**src/rtl/sysref_pg_pkg.sv**
```systemverilog
package sysref_pg_pkg;
  localparam int SR_DIV_W = 12;
  localparam int SR_CNT_W = 4;
  localparam int SR_PRE_W = 2;
  localparam logic [SR_DIV_W-1:0] SR_DIV_RST = 12'h020;

  typedef enum logic [1:0] {
    SR_CONT   = 2'd0,
    SR_BURST  = 2'd1,
    SR_REPEAT = 2'd2,
    SR_OFF    = 2'd3
  } sr_mode_e;
endpackage

```
**src/rtl/sysref_req_sync.sv**
```systemverilog
module sysref_req_sync #(
  parameter int STAGES = 2
) (
  input  logic clk,
  input  logic rst_n,
  input  logic req_in,
  input  logic req_clr,
  output logic req_sync,
  output logic req_rise
);
  logic [STAGES-1:0] sh_q;
  logic              gated;
  logic              gated_q;

  always_ff @(posedge clk or negedge rst_n) begin
    if (!rst_n) sh_q[0] <= 1'b0;
    else        sh_q[0] <= req_in;
  end

  generate
    for (genvar i = 1; i < STAGES; i++) begin : g_stage
      always_ff @(posedge clk or negedge rst_n) begin
        if (!rst_n) sh_q[i] <= 1'b0;
        else        sh_q[i] <= sh_q[i-1];
      end
    end
  endgenerate

  assign req_sync = sh_q[STAGES-1];
  assign gated    = req_sync & ~req_clr;

  always_ff @(posedge clk or negedge rst_n) begin
    if (!rst_n) gated_q <= 1'b0;
    else        gated_q <= gated;
  end

  assign req_rise = gated & ~gated_q;
endmodule

```
**src/rtl/sysref_clkdiv.sv**
```systemverilog
module sysref_clkdiv #(
  parameter int PRE_W = 2,
  parameter int DIV_W = 12
) (
  input  logic             clk,
  input  logic             rst_n,
  input  logic [PRE_W-1:0] pre_sel,
  input  logic [DIV_W-1:0] div_acc,
  output logic             level,
  output logic             period_start
);
  localparam int PC_W = (1 << PRE_W) - 1;

  logic [PC_W:0]      pre_n;
  logic [PC_W-1:0]    pc_q, pc_d;
  logic [DIV_W-1:0]   dc_q, dc_d;
  logic [DIV_W-1:0]   d_eff;
  logic [DIV_W-1:0]   half;
  logic               pre_wrap;

  assign pre_n    = {{PC_W{1'b0}}, 1'b1} << pre_sel;
  assign d_eff    = (div_acc == '0) ? {{(DIV_W-1){1'b0}}, 1'b1} : div_acc;
  assign half     = d_eff >> 1;
  assign pre_wrap = ({1'b0, pc_q} >= (pre_n - 1'b1));

  always_comb begin
    pc_d = pc_q;
    dc_d = dc_q;
    if (pre_wrap) begin
      pc_d = '0;
      if (dc_q >= (d_eff - 1'b1)) dc_d = '0;
      else                        dc_d = dc_q + 1'b1;
    end else begin
      pc_d = pc_q + 1'b1;
    end
  end

  always_ff @(posedge clk or negedge rst_n) begin
    if (!rst_n) begin
      pc_q <= '0;
      dc_q <= '0;
    end else begin
      pc_q <= pc_d;
      dc_q <= dc_d;
    end
  end

  assign period_start = (pc_q == '0) && (dc_q == '0);
  assign level = (d_eff < 2) ? (pc_q == '0) : (dc_q < half);
endmodule

```
**src/rtl/sysref_burst.sv**
```systemverilog
module sysref_burst #(
  parameter int CNT_W = 4
) (
  input  logic             clk,
  input  logic             rst_n,
  input  logic             enable,
  input  logic             req_rise,
  input  logic             period_start,
  input  logic [CNT_W-1:0] pulse_cnt,
  output logic             armed,
  output logic             active,
  output logic             start,
  output logic             pass
);
  logic             armed_d, active_d;
  logic [CNT_W-1:0] n_q, n_d, left_q, left_d;
  logic             last;

  assign start = armed & period_start & (n_q != '0);
  assign last  = active & period_start & (left_q == '0);
  assign pass  = start | (active & ~last);

  always_comb begin
    armed_d  = armed;
    active_d = active;
    n_d      = n_q;
    left_d   = left_q;
    if (!enable) begin
      armed_d  = 1'b0;
      active_d = 1'b0;
    end else begin
      if (req_rise && !armed && !active && (pulse_cnt != '0)) begin
        armed_d = 1'b1;
        n_d     = pulse_cnt;
      end
      if (start) begin
        armed_d  = 1'b0;
        active_d = 1'b1;
        left_d   = n_q - 1'b1;
      end else if (active && period_start) begin
        if (left_q == '0) active_d = 1'b0;
        else              left_d   = left_q - 1'b1;
      end
    end
  end

  always_ff @(posedge clk or negedge rst_n) begin
    if (!rst_n) begin
      armed  <= 1'b0;
      active <= 1'b0;
      n_q    <= '0;
      left_q <= '0;
    end else begin
      armed  <= armed_d;
      active <= active_d;
      n_q    <= n_d;
      left_q <= left_d;
    end
  end
endmodule

```
**src/rtl/sysref_pulse_gen.sv**
```systemverilog
module sysref_pulse_gen
  import sysref_pg_pkg::*;
#(
  parameter int DIV_W       = SR_DIV_W,
  parameter int CNT_W       = SR_CNT_W,
  parameter int PRE_W       = SR_PRE_W,
  parameter int SYNC_STAGES = 2
) (
  input  logic             clk,
  input  logic             rst_n,
  input  logic             req_in,
  input  logic             req_clr,
  input  logic [1:0]       mode,
  input  logic [CNT_W-1:0] pulse_cnt,
  input  logic [DIV_W-1:0] div_val,
  input  logic [PRE_W-1:0] pre_sel,
  input  logic             dly_bypass,
  output logic             sysref_out
);
  logic [DIV_W-1:0] div_acc;
  logic             acc_en;
  logic             level, period_start;
  logic             req_sync, req_rise;
  logic             burst_armed, burst_active, burst_start, burst_pass;
  logic             out_d;
  sr_mode_e         mode_e;

  assign mode_e = sr_mode_e'(mode);
  assign acc_en = ~div_val[0] | dly_bypass;

  always_ff @(posedge clk or negedge rst_n) begin
    if (!rst_n)      div_acc <= DIV_W'(SR_DIV_RST);
    else if (acc_en) div_acc <= div_val;
  end

  sysref_req_sync #(.STAGES(SYNC_STAGES)) u_sync (
    .clk      (clk),
    .rst_n    (rst_n),
    .req_in   (req_in),
    .req_clr  (req_clr),
    .req_sync (req_sync),
    .req_rise (req_rise)
  );

  sysref_clkdiv #(.PRE_W(PRE_W), .DIV_W(DIV_W)) u_div (
    .clk          (clk),
    .rst_n        (rst_n),
    .pre_sel      (pre_sel),
    .div_acc      (div_acc),
    .level        (level),
    .period_start (period_start)
  );

  sysref_burst #(.CNT_W(CNT_W)) u_burst (
    .clk          (clk),
    .rst_n        (rst_n),
    .enable       (mode_e == SR_BURST),
    .req_rise     (req_rise),
    .period_start (period_start),
    .pulse_cnt    (pulse_cnt),
    .armed        (burst_armed),
    .active       (burst_active),
    .start        (burst_start),
    .pass         (burst_pass)
  );

  always_comb begin
    case (mode_e)
      SR_CONT:   out_d = level;
      SR_BURST:  out_d = level & burst_pass;
      SR_REPEAT: out_d = req_sync;
      default:   out_d = 1'b0;
    endcase
  end

  always_ff @(posedge clk or negedge rst_n) begin
    if (!rst_n) sysref_out <= 1'b0;
    else        sysref_out <= out_d;
  end
endmodule

```
**config.mk**
```make
export PLATFORM = sky130hd
export DESIGN_NAME = sysref_pulse_gen
export DESIGN_NICKNAME = d
export VERILOG_FILES = /design/src/rtl/sysref_pg_pkg.sv /design/src/rtl/sysref_req_sync.sv /design/src/rtl/sysref_clkdiv.sv /design/src/rtl/sysref_burst.sv /design/src/rtl/sysref_pulse_gen.sv
export SDC_FILE = /design/constraint.sdc
export NUM_CORES = 1
export LEC_CHECK = 0
export ABC_CLOCK_PERIOD_IN_PS = 7510
export BUFFER_PORTS_ARGS = -buffer_cell sky130_fd_sc_hd__buf_2
export CAP_MARGIN = 20
export CORE_UTILIZATION = 50
export CTS_CLUSTER_SIZE = 12
export DETAILED_ROUTE_END_ITERATION = 6
export GPL_TIMING_DRIVEN = 0
export HOLD_SLACK_MARGIN = 0.06
export PLACE_DENSITY = 0.69
export SLEW_MARGIN = 10
export SYNTH_ARGS = -nofsm -noshare
export SYNTH_HDL_FRONTEND = slang
export SYNTH_HIERARCHICAL = 1
export SYNTH_SLANG_ARGS = --single-unit
```
**constraint.sdc**
```tcl
create_clock -name clk -period 7.51 [get_ports clk]
set_input_delay 1.1265 -clock clk [delete_from_list [all_inputs] [get_ports clk]]
set_output_delay 1.1265 -clock clk [all_outputs]
set_load 0.01 [all_outputs]
```
==> flow_summary.toml, run 1 <==
[critical_path]
path_cells = "or3_1, or4_4, nor3_4, nor2_1, ha_1, nand3_1, nor3_1, nand2_1, nor4_1, xnor2_1, ha_1, a21oi_1, nand2_1, a221oi_4, nand2_1, or2_2, o31ai_1"
max_stage_delay_ns = 0.46
worstPathRequired_ns = 7.71
cp-start-kind = "flop"
crit_arrival_ns = 4.44
endpoint_kind = "flop"
cp_slowest_cell = "or4_4"
cp_max_fo = 7
crit_type = "reg2reg"
path_common_cell = "nand2_1"

[placed_design]
port_buffers = 25
hpwl_microns = 4071
dp.cells = 371
gp_congestion = 0.8522
place_ws_ns = 3.312

[floorplan]
core_sq_um = 5473
die_w_microns = 77.25
die_h_microns = 77.25
rows = 27
dieArea_sq_um = 5968
initial_core_util_pct = 51.74
ios = 26

[drt]
drc_errors = 0
vias_per_cell = 5.633
drt_iter0_drc = 90
drtAntennaViolNets = 0
routed_wl_microns = 5287
post_drt_wl_per_cell_microns = 13.95
routed-via-count = 2135
dr.pass1.iters = 4

[sta]
fin_hold_ws_ns = 0.3577
tightest_slew_ns = 0.9087
fmaxAchievable_ghz = 0.2360
relSlewSlack_pct = 39.42
fin_crit_ns = 4.237
finClkSkew_ns = 0.008757
rsz0062_at_grt = "false"
period_share_pct = 56.42
finalHoldViolCount = 0
finalMaxSlewViolations = 0
setup_ws_ns = 3.273
finalSetupTns_ns = 0
setup_viol = 0

[final_layout]
num-fill-cells = 484
final_nets = 362
antennaDiodeCount = 0
layout.cells.non_filler = 379
seqCellArea_sq_um = 1027
multiInputGateArea_sq_um = 1684
areaGrowthSynthToFinish_pct = 12.33
drive_gt1_share_pct = 23.45

[power]
p_int_w = 0.0004955
p_total_w = 0.0007525
powerDensity_nw_per_um2 = 236.6
switching_share_pct = 34.15
p_clk_share_pct = 27.5
comb_power_share_pct = 30.3
leakagePower_nw = 1.494
vdd_drop_max_mv = 0.2123
p_seq_share_pct = 42.1
p_switching_w = 0.0002570

[grt]
grt_pass1_vias = 2088
grt-ovfl-total = 0
antenna_found_initial = 0
grt_pass1_wl_microns = 9273
grtUsageTotal_pct = 19.52
grt_max_degree = 42

[cts]
cts.sinks = 41
insertion_delay_ns = 0.30
clockBufferDepth = 2
ctsHoldBuffers = 0
cts.root.buffer_cell = "clkbuf_8"
cts_setup_buffers = 0
cts_buffers = 5
cts_resized = 0
cts_tree = "built"
clkSlewWorstSetupHoldPaths_ns = 0.08
cts_max_level = 2

[job]
cap_viol_max_count = 0

[yosys]
synthCells = 274
ys_warn_count = 6
netlist_area_sq_um = 2831
syn_nets = 330
avgSynthCellArea_sq_um = 10.33

[hold_path]
hold_path.class = "reg2reg"

[run_status]
status = "complete, no violations"
[state kept, by name (all words and copies together) (netlist names)]
signal	flops
u_burst/n_q	4
div_acc	12
u_sync/sh_q	1
u_burst/active	1
u_sync/req_sync	1
u_burst/left_q	4
u_div/pc_q	3
sysref_out	1
u_burst/armed	1
u_sync/gated_q	1
u_div/dc_q	12
[power groups by stage]
stage	clock network [W]	logic [W]	registers, W
after floorplan	0	0.000175	0.000304
final	0.000207	0.000228	0.000317
after detailed placement	0	0.000229	0.000322
after global routing	0.000222	0.000267	0.000324
after CTS	0.000212	0.000231	0.000317
after global placement	0	0.000219	0.000321
[through the flow]
step           utilization (%)  cell area (sq um)
6_report                 58.12               3181
5_1_grt                  58.12               3181
3_5_place_dp             55.67               3047
3_3_place_gp             55.67               3047
2_1_floorplan                -               2831
4_1_cts                  58.12               3181
[cells in the final DEF, fill, tap and decap left out, types with 4 or more instances in the layout]
master	n
buf_2	25
xor2_1	6
o21ai_0	9
nand2b_1	4
dfrtp_1	40
nand3_1	10
a21oi_1	9
mux2_4	10
xnor2_1	10
a31oi_1	4
ha_1	31
nor2_1	15
nor4_1	6
or2_2	4
nand2_1	18
clkbuf_8	5
nand4_1	6
inv_1	20
[final timing paths]
check                               start              end  slack (ns)  cells after the start
setup / recovery               div_acc[2]    u_div/dc_q[4]        3.27                     17
hold / removal             u_sync/sh_q[0]  u_sync/req_sync        0.36                      0
setup reg to reg               div_acc[2]    u_div/dc_q[4]        3.27                     17
hold reg to reg            u_sync/sh_q[0]  u_sync/req_sync        0.36                      0
max in group asynchronous           rst_n       div_acc[1]        5.98                      1
min in group asynchronous           rst_n  u_sync/req_sync        0.95                      1
[layout make-up]
cell class	count	area share [%]
plain buffers	5	1.298
clock buffers	5	2.164
clock inverters	3	2.046
inverters	21	2.478
multi-input cells	207	52.95
flip-flops and latches	41	32.30
well taps	72	2.832
repair buffers	25	3.934
[critical path: cells and delay by family (launching register included)]
family	cells	cell delay, ns
compound gates	3	0.83
xor+xnor	1	0.14
fa+ha+maj	2	0.53
flops	1	0.44
simple gates	11	2.18
[metal layers]
metal	routed length (microns)	track usage [%]	vias up	part of all wire, %
li1	-	-	1075	-
met1	2478	24.24	1003	47
met2	2556	33.10	47	48
met3	162	3.333	10	3.1
met4	91	8.491	0	1.7
met5	0	0	-	0
No activity file was read; power rests on OpenSTA's default activity.
==> run 2: changes to the inputs <==
- ABC_AREA: unset -> 1
- ABC_CLOCK_PERIOD_IN_PS: 7510 -> 3800
- PLACE_DENSITY: 0.69 -> 0.71
- clock period: 7.51 -> 3.8 ns (I/O delays scaled with it)
==> flow_summary.toml, run 2 <==
[cts]
cts_max_level = 2
cts.root.buffer_cell = "clkbuf_8"
clockBufferDepth = 2
ctsHoldBuffers = 0
cts_setup_buffers = 0
cts_tree = "built"
insertion_delay_ns = 0.30
clkSlewWorstSetupHoldPaths_ns = 0.09
cts_resized = 0
cts_buffers = 5
cts.sinks = 41

[placed_design]
dp.cells = 526
gp_congestion = 0.8587
place_ws_ns = 0.6693
port_buffers = 25
hpwl_microns = 4773

[drt]
routed_wl_microns = 6123
dr.pass1.iters = 4
routed-via-count = 2645
drc_errors = 0
drtAntennaViolNets = 0
drt_iter0_drc = 134
vias_per_cell = 4.953
post_drt_wl_per_cell_microns = 11.47

[floorplan]
core_sq_um = 5956
ios = 26
die_w_microns = 80.72
dieArea_sq_um = 6515
rows = 28
initial_core_util_pct = 52.02
die_h_microns = 80.72

[sta]
tightest_slew_ns = 0.9023
period_share_pct = 81.32
finClkSkew_ns = 0.006465
finalSetupTns_ns = 0
relSlewSlack_pct = 39.85
rsz0062_at_grt = "false"
finalHoldViolCount = 0
setup_viol = 0
fmaxAchievable_ghz = 0.3236
finalMaxSlewViolations = 0
fin_crit_ns = 3.090
setup_ws_ns = 0.7097

[final_layout]
final_cell_mix = "nand2_1 (122), inv_1 (59), dfrtp_1 (40)"
multiInputGateArea_sq_um = 1764
largestRegisters = "div_acc: 12 flops, u_div/dc_q: 12 flops"
seqCellArea_sq_um = 1027
layout.cells.non_filler = 534
final_common_cell = "nand2_1"
num-fill-cells = 564
areaGrowthSynthToFinish_pct = 10.18
drive_gt1_share_pct = 15.69
antennaDiodeCount = 0
final_nets = 514

[power]
switching_share_pct = 42.00
p_total_w = 0.001554
p_seq_share_pct = 39.8
p_switching_w = 0.0006526
p_int_w = 0.0009011
comb_power_share_pct = 40.1
powerDensity_nw_per_um2 = 455.2
vdd_drop_max_mv = 0.3223
leakagePower_nw = 1.873
p_clk_share_pct = 20.1

[job]
cap_viol_max_count = 0

[run_status]
status = "complete, no violations"

[hold_path]
hold_depth = 0
hold_path.class = "reg2reg"

[critical_path]
cp-start-kind = "flop"
crit_arrival_ns = 3.28
cp_max_fo = 10
worstPathRequired_ns = 3.99
crit_type = "reg2reg"
endpoint_kind = "flop"
reg2regPathDepth = 19

[yosys]
ys_warn_count = 6
syn_nets = 482
synthCells = 426
netlist_area_sq_um = 3098
avgSynthCellArea_sq_um = 7.272

[grt]
antenna_found_initial = 0
grt-ovfl-total = 0
grt_max_degree = 42
grtUsageTotal_pct = 21.39
grt_pass1_vias = 2463
grt_pass1_wl_microns = 10740
-- run 2: final timing paths --
path / endpoint / start / slack, ns
min reg2reg: u_sync/req_sync / u_sync/sh_q[0] / 0.36
max in group asynchronous: div_acc[2] / rst_n / 2.84
min: u_sync/req_sync / u_sync/sh_q[0] / 0.36
max: u_div/dc_q[3] / div_acc[5] / 0.71
min in group asynchronous: u_div/dc_q[2] / rst_n / 0.39
max reg2reg: u_div/dc_q[3] / div_acc[5] / 0.71
-- run 2: through the flow --
stage,cell area (sq um),util [%],hold WS [ns]
finish,3413,57.31,0.3635
global route,3413,57.31,0.3731
CTS,3413,57.31,0.3583
detailed placement,3317,55.69,0.3441
global placement,3317,55.69,0.3339
floorplan,3098,-,0.2744
-- run 2: area by class of cell --
class / count / area share, %
Tap cell: 75 / 2.749
Inverter: 67 / 7.405
Sequential cell: 41 / 30.10
Multi-Input combinational cell: 312 / 51.69
Timing Repair Buffer: 25 / 3.666
Clock inverter: 2 / 0.4032
Clock buffer: 6 / 2.419
Buffer: 6 / 1.576
-- run 2: power groups by stage --
stage | sequential [W] | combinational (W) | clock [W]
final | 0.000618 | 0.000623 | 0.000312
after global routing | 0.000632 | 0.000726 | 0.000337
after detailed placement | 0.000627 | 0.000625 | 0
after global placement | 0.000622 | 0.000606 | 0
after CTS | 0.000618 | 0.000629 | 0.000325
after floorplan | 0.000593 | 0.000486 | 0
-- run 2: metal layers --
layer / wire length, microns / up-vias / global-route usage, % / part of all wire (%)
met5: 0 / - / 0 / 0
met3: 181 / 10 / 3.068 / 3.0
met4: 99 / 0 / 6.964 / 1.6
li1: - / 1405 / - / -
met1: 2982 / 1190 / 28.73 / 49
met2: 2859 / 40 / 35.25 / 47
-- run 2: worst max-delay path, stage by stage, from the launching register on --
cell	delay, ns
dfstp_2	0.56
nor2_1	0.06
nand2_1	0.09
nor2_1	0.06
nand2_2	0.08
nand2_2	0.07
inv_1	0.16
ha_1	0.21
nand3_1	0.16
nor2_1	0.23
nand2_1	0.09
xor2_1	0.16
ha_1	0.27
nand2_1	0.06
nor2_1	0.18
nand2_1	0.09
a21oi_1	0.23
nor2_4	0.11
nand3_1	0.08
nand2_1	0.06
==> run 3: changes to the inputs <==
- ABC_AREA: 1 -> 0
- ABC_CLOCK_PERIOD_IN_PS: 3800 -> 2900
- PLACE_DENSITY: 0.71 -> 0.69
- clock period: 3.8 -> 2.9 ns (I/O delays scaled with it)
==> flow_summary.toml, run 3 (synthesis gave the netlist of run 1 again) <==
[cts]
clockBufferDepth = 2
ctsHoldBuffers = 0
clkSlewWorstSetupHoldPaths_ns = 0.08
cts.sinks = 41
cts_tree = "built"
cts.root.buffer_cell = "clkbuf_8"
cts_max_level = 2
insertion_delay_ns = 0.30
cts_buffers = 5

[run_status]
status = "finished with violations"
violations = "setup timing"

[power]
p_switching_w = 0.0007364
vdd_drop_max_mv = 0.4756
comb_power_share_pct = 35.7
p_clk_share_pct = 23.5
switching_share_pct = 36.41
p_int_w = 0.001286
powerDensity_nw_per_um2 = 589.6
leakagePower_nw = 1.583
p_seq_share_pct = 40.8

[grt]
grt_pass1_vias = 2126
grtUsageTotal_pct = 20.65
antenna_found_initial = 0
grt_max_degree = 42
grt_pass1_wl_microns = 9715
grt-ovfl-total = 0

[sta]
finClkSkew_ns = 0.005159
rsz0062_at_grt = "true"
period_share_pct = 128.1
finalSetupTns_ns = -9.204
tightest_slew_ns = 0.9137
setup_ws_ns = -0.8141
finalMaxSlewViolations = 0
relSlewSlack_pct = 39.08
fmaxAchievable_ghz = 0.2692
finalHoldViolCount = 0
fin_crit_ns = 3.714
setup_viol = 12

[hold_path]
holdPathEnd = "u_sync/sh_q[0]"
hold_depth = 1
hp-start = "req_in"
hold_path.class = "in2reg"

[floorplan]
core_sq_um = 5473
dieArea_sq_um = 5968
ios = 26
die_w_microns = 77.25
die_h_microns = 77.25
rows = 27
initial_core_util_pct = 51.74

[critical_path]
crit_type = "reg2reg"
max_stage_delay_ns = 0.44
cp-start-kind = "flop"
path_cells = "or3_4, or4_4, nor3_4, nor2_2, ha_2, nand3_4, nor3_4, nand2_2, nor4_2, xnor2_1, ha_1, and4_4, o2111ai_2, a211o_4, buf_6, a21oi_4, nor2_1"
reg2reg_slack_ns = -0.81
path_common_cell = "nor3_4"
cp_max_fo = 6
crit_arrival_ns = 3.90
critPathBufInv = 1
r2r-start = "div_acc[3]"
reg2regPathDepth = 17
cp_slowest_cell = "or4_4"
path_delay_family = "simple AND/OR/NAND/NOR gates"
r2r_end = "u_div/dc_q[9]"
worstPathRequired_ns = 3.09
endpoint_kind = "flop"

[job]
cap_viol_max_count = 0

[final_layout]
layout.cells.non_filler = 396
final_nets = 379
areaGrowthSynthToFinish_pct = 21.17
postLayoutCellArea_sq_um = 3431
final_common_cell = "dfrtp_1"
antennaDiodeCount = 0
final_cell_mix = "dfrtp_1 (38), ha_1 (30), buf_2 (25)"
drive_gt1_share_pct = 34.26
largestRegisters = "div_acc: 12 flops, u_div/dc_q: 12 flops"

[drt]
highest_layer = "met4"
drt_iter0_drc = 104
routed_wl_microns = 5702
drc_errors = 0
post_drt_wl_per_cell_microns = 14.40
route.met2.wl_microns = 2851
dr.pass1.iters = 4
met1_length_microns = 2603
routed-via-count = 2203
vias_per_cell = 5.563
wl_met3_microns = 166
drtAntennaViolNets = 0

[placed_design]
hpwl_microns = 3996
gp_congestion = 0.8329
placed_area_sq_um = 3067
dp.cells = 371
port_buffers = 25
[run 3: worst reg2reg max path, delay by kind of cell (launching register included)]
kind | cells | cell delay [ns]
AO/OA/AOI/OAI | 3 | 0.68
XOR/XNOR | 1 | 0.15
adder cells (fa/ha/maj) | 2 | 0.54
buffers and inverters | 1 | 0.14
flip-flops | 1 | 0.38
AND/OR/NAND/NOR | 10 | 1.72
[run 3: cell type report]
type | instances | area, sq um
Tap cell | 72 | 90.09
Fill cell | 456 | 2042
Clock buffer | 7 | 86.33
Clock inverter | 1 | 30.03
Buffer | 5 | 41.29
Inverter | 21 | 78.83
Timing Repair Buffer | 42 | 256.5
Multi-Input combinational cell | 207 | 1818
Sequential cell | 41 | 1030
[run 3: metal layers]
metal	vias up	track usage [%]
met3	7	3.452
met1	1055	25.85
met5	-	0
met2	32	35.31
li1	1109	-
met4	0	7.925
[run 3: worst max-delay path by stage]
stage                     slack, ns  cells past startpoint              to  startpoint
after CTS                     -0.86                     17   u_div/dc_q[6]  div_acc[3]
after floorplan               -0.74                     17   u_div/dc_q[4]  div_acc[2]
after global placement        -1.14                     17   u_div/dc_q[4]  div_acc[2]
after global routing          -0.94                     17   u_div/dc_q[4]  div_acc[3]
after detailed placement      -1.19                     16  u_div/dc_q[10]  div_acc[2]
final                         -0.81                     17   u_div/dc_q[9]  div_acc[3]
[run 3: repair_timing]
action | in CTS | in global routing
endpoints found under the setup margin | 13 | 13
buffers inserted | 13 | 5
endpoints found under the hold margin | 0 | 0
gates cloned | 0 | 0
pin swaps | 27 | 22
gates resized for setup | 15 | 12
[run 3: per-stage QoR]
stage | power (W) | worst slack [ns] | util, % | hold WS (ns)
6_report | 0.002023 | -0.8141 | 62.69 | 0.2466
3_5_place_dp | 0.001429 | -1.193 | 56.04 | 0.3396
5_1_grt | 0.002180 | -0.9434 | 62.69 | 0.2370
2_1_floorplan | 0.001250 | -0.7447 | - | 0.1394
3_3_place_gp | 0.001410 | -1.137 | 56.04 | 0.3340
4_1_cts | 0.001966 | -0.8601 | 61.13 | 0.2431
[run 3: power groups by stage]
stage	sequential, W	combinational, W	clock [W]
after floorplan	0.000787	0.000463	0
after global routing	0.000840	0.000830	0.000510
after detailed placement	0.000832	0.000598	0
after CTS	0.000821	0.000657	0.000488
final	0.000825	0.000722	0.000476
after global placement	0.000832	0.000578	0
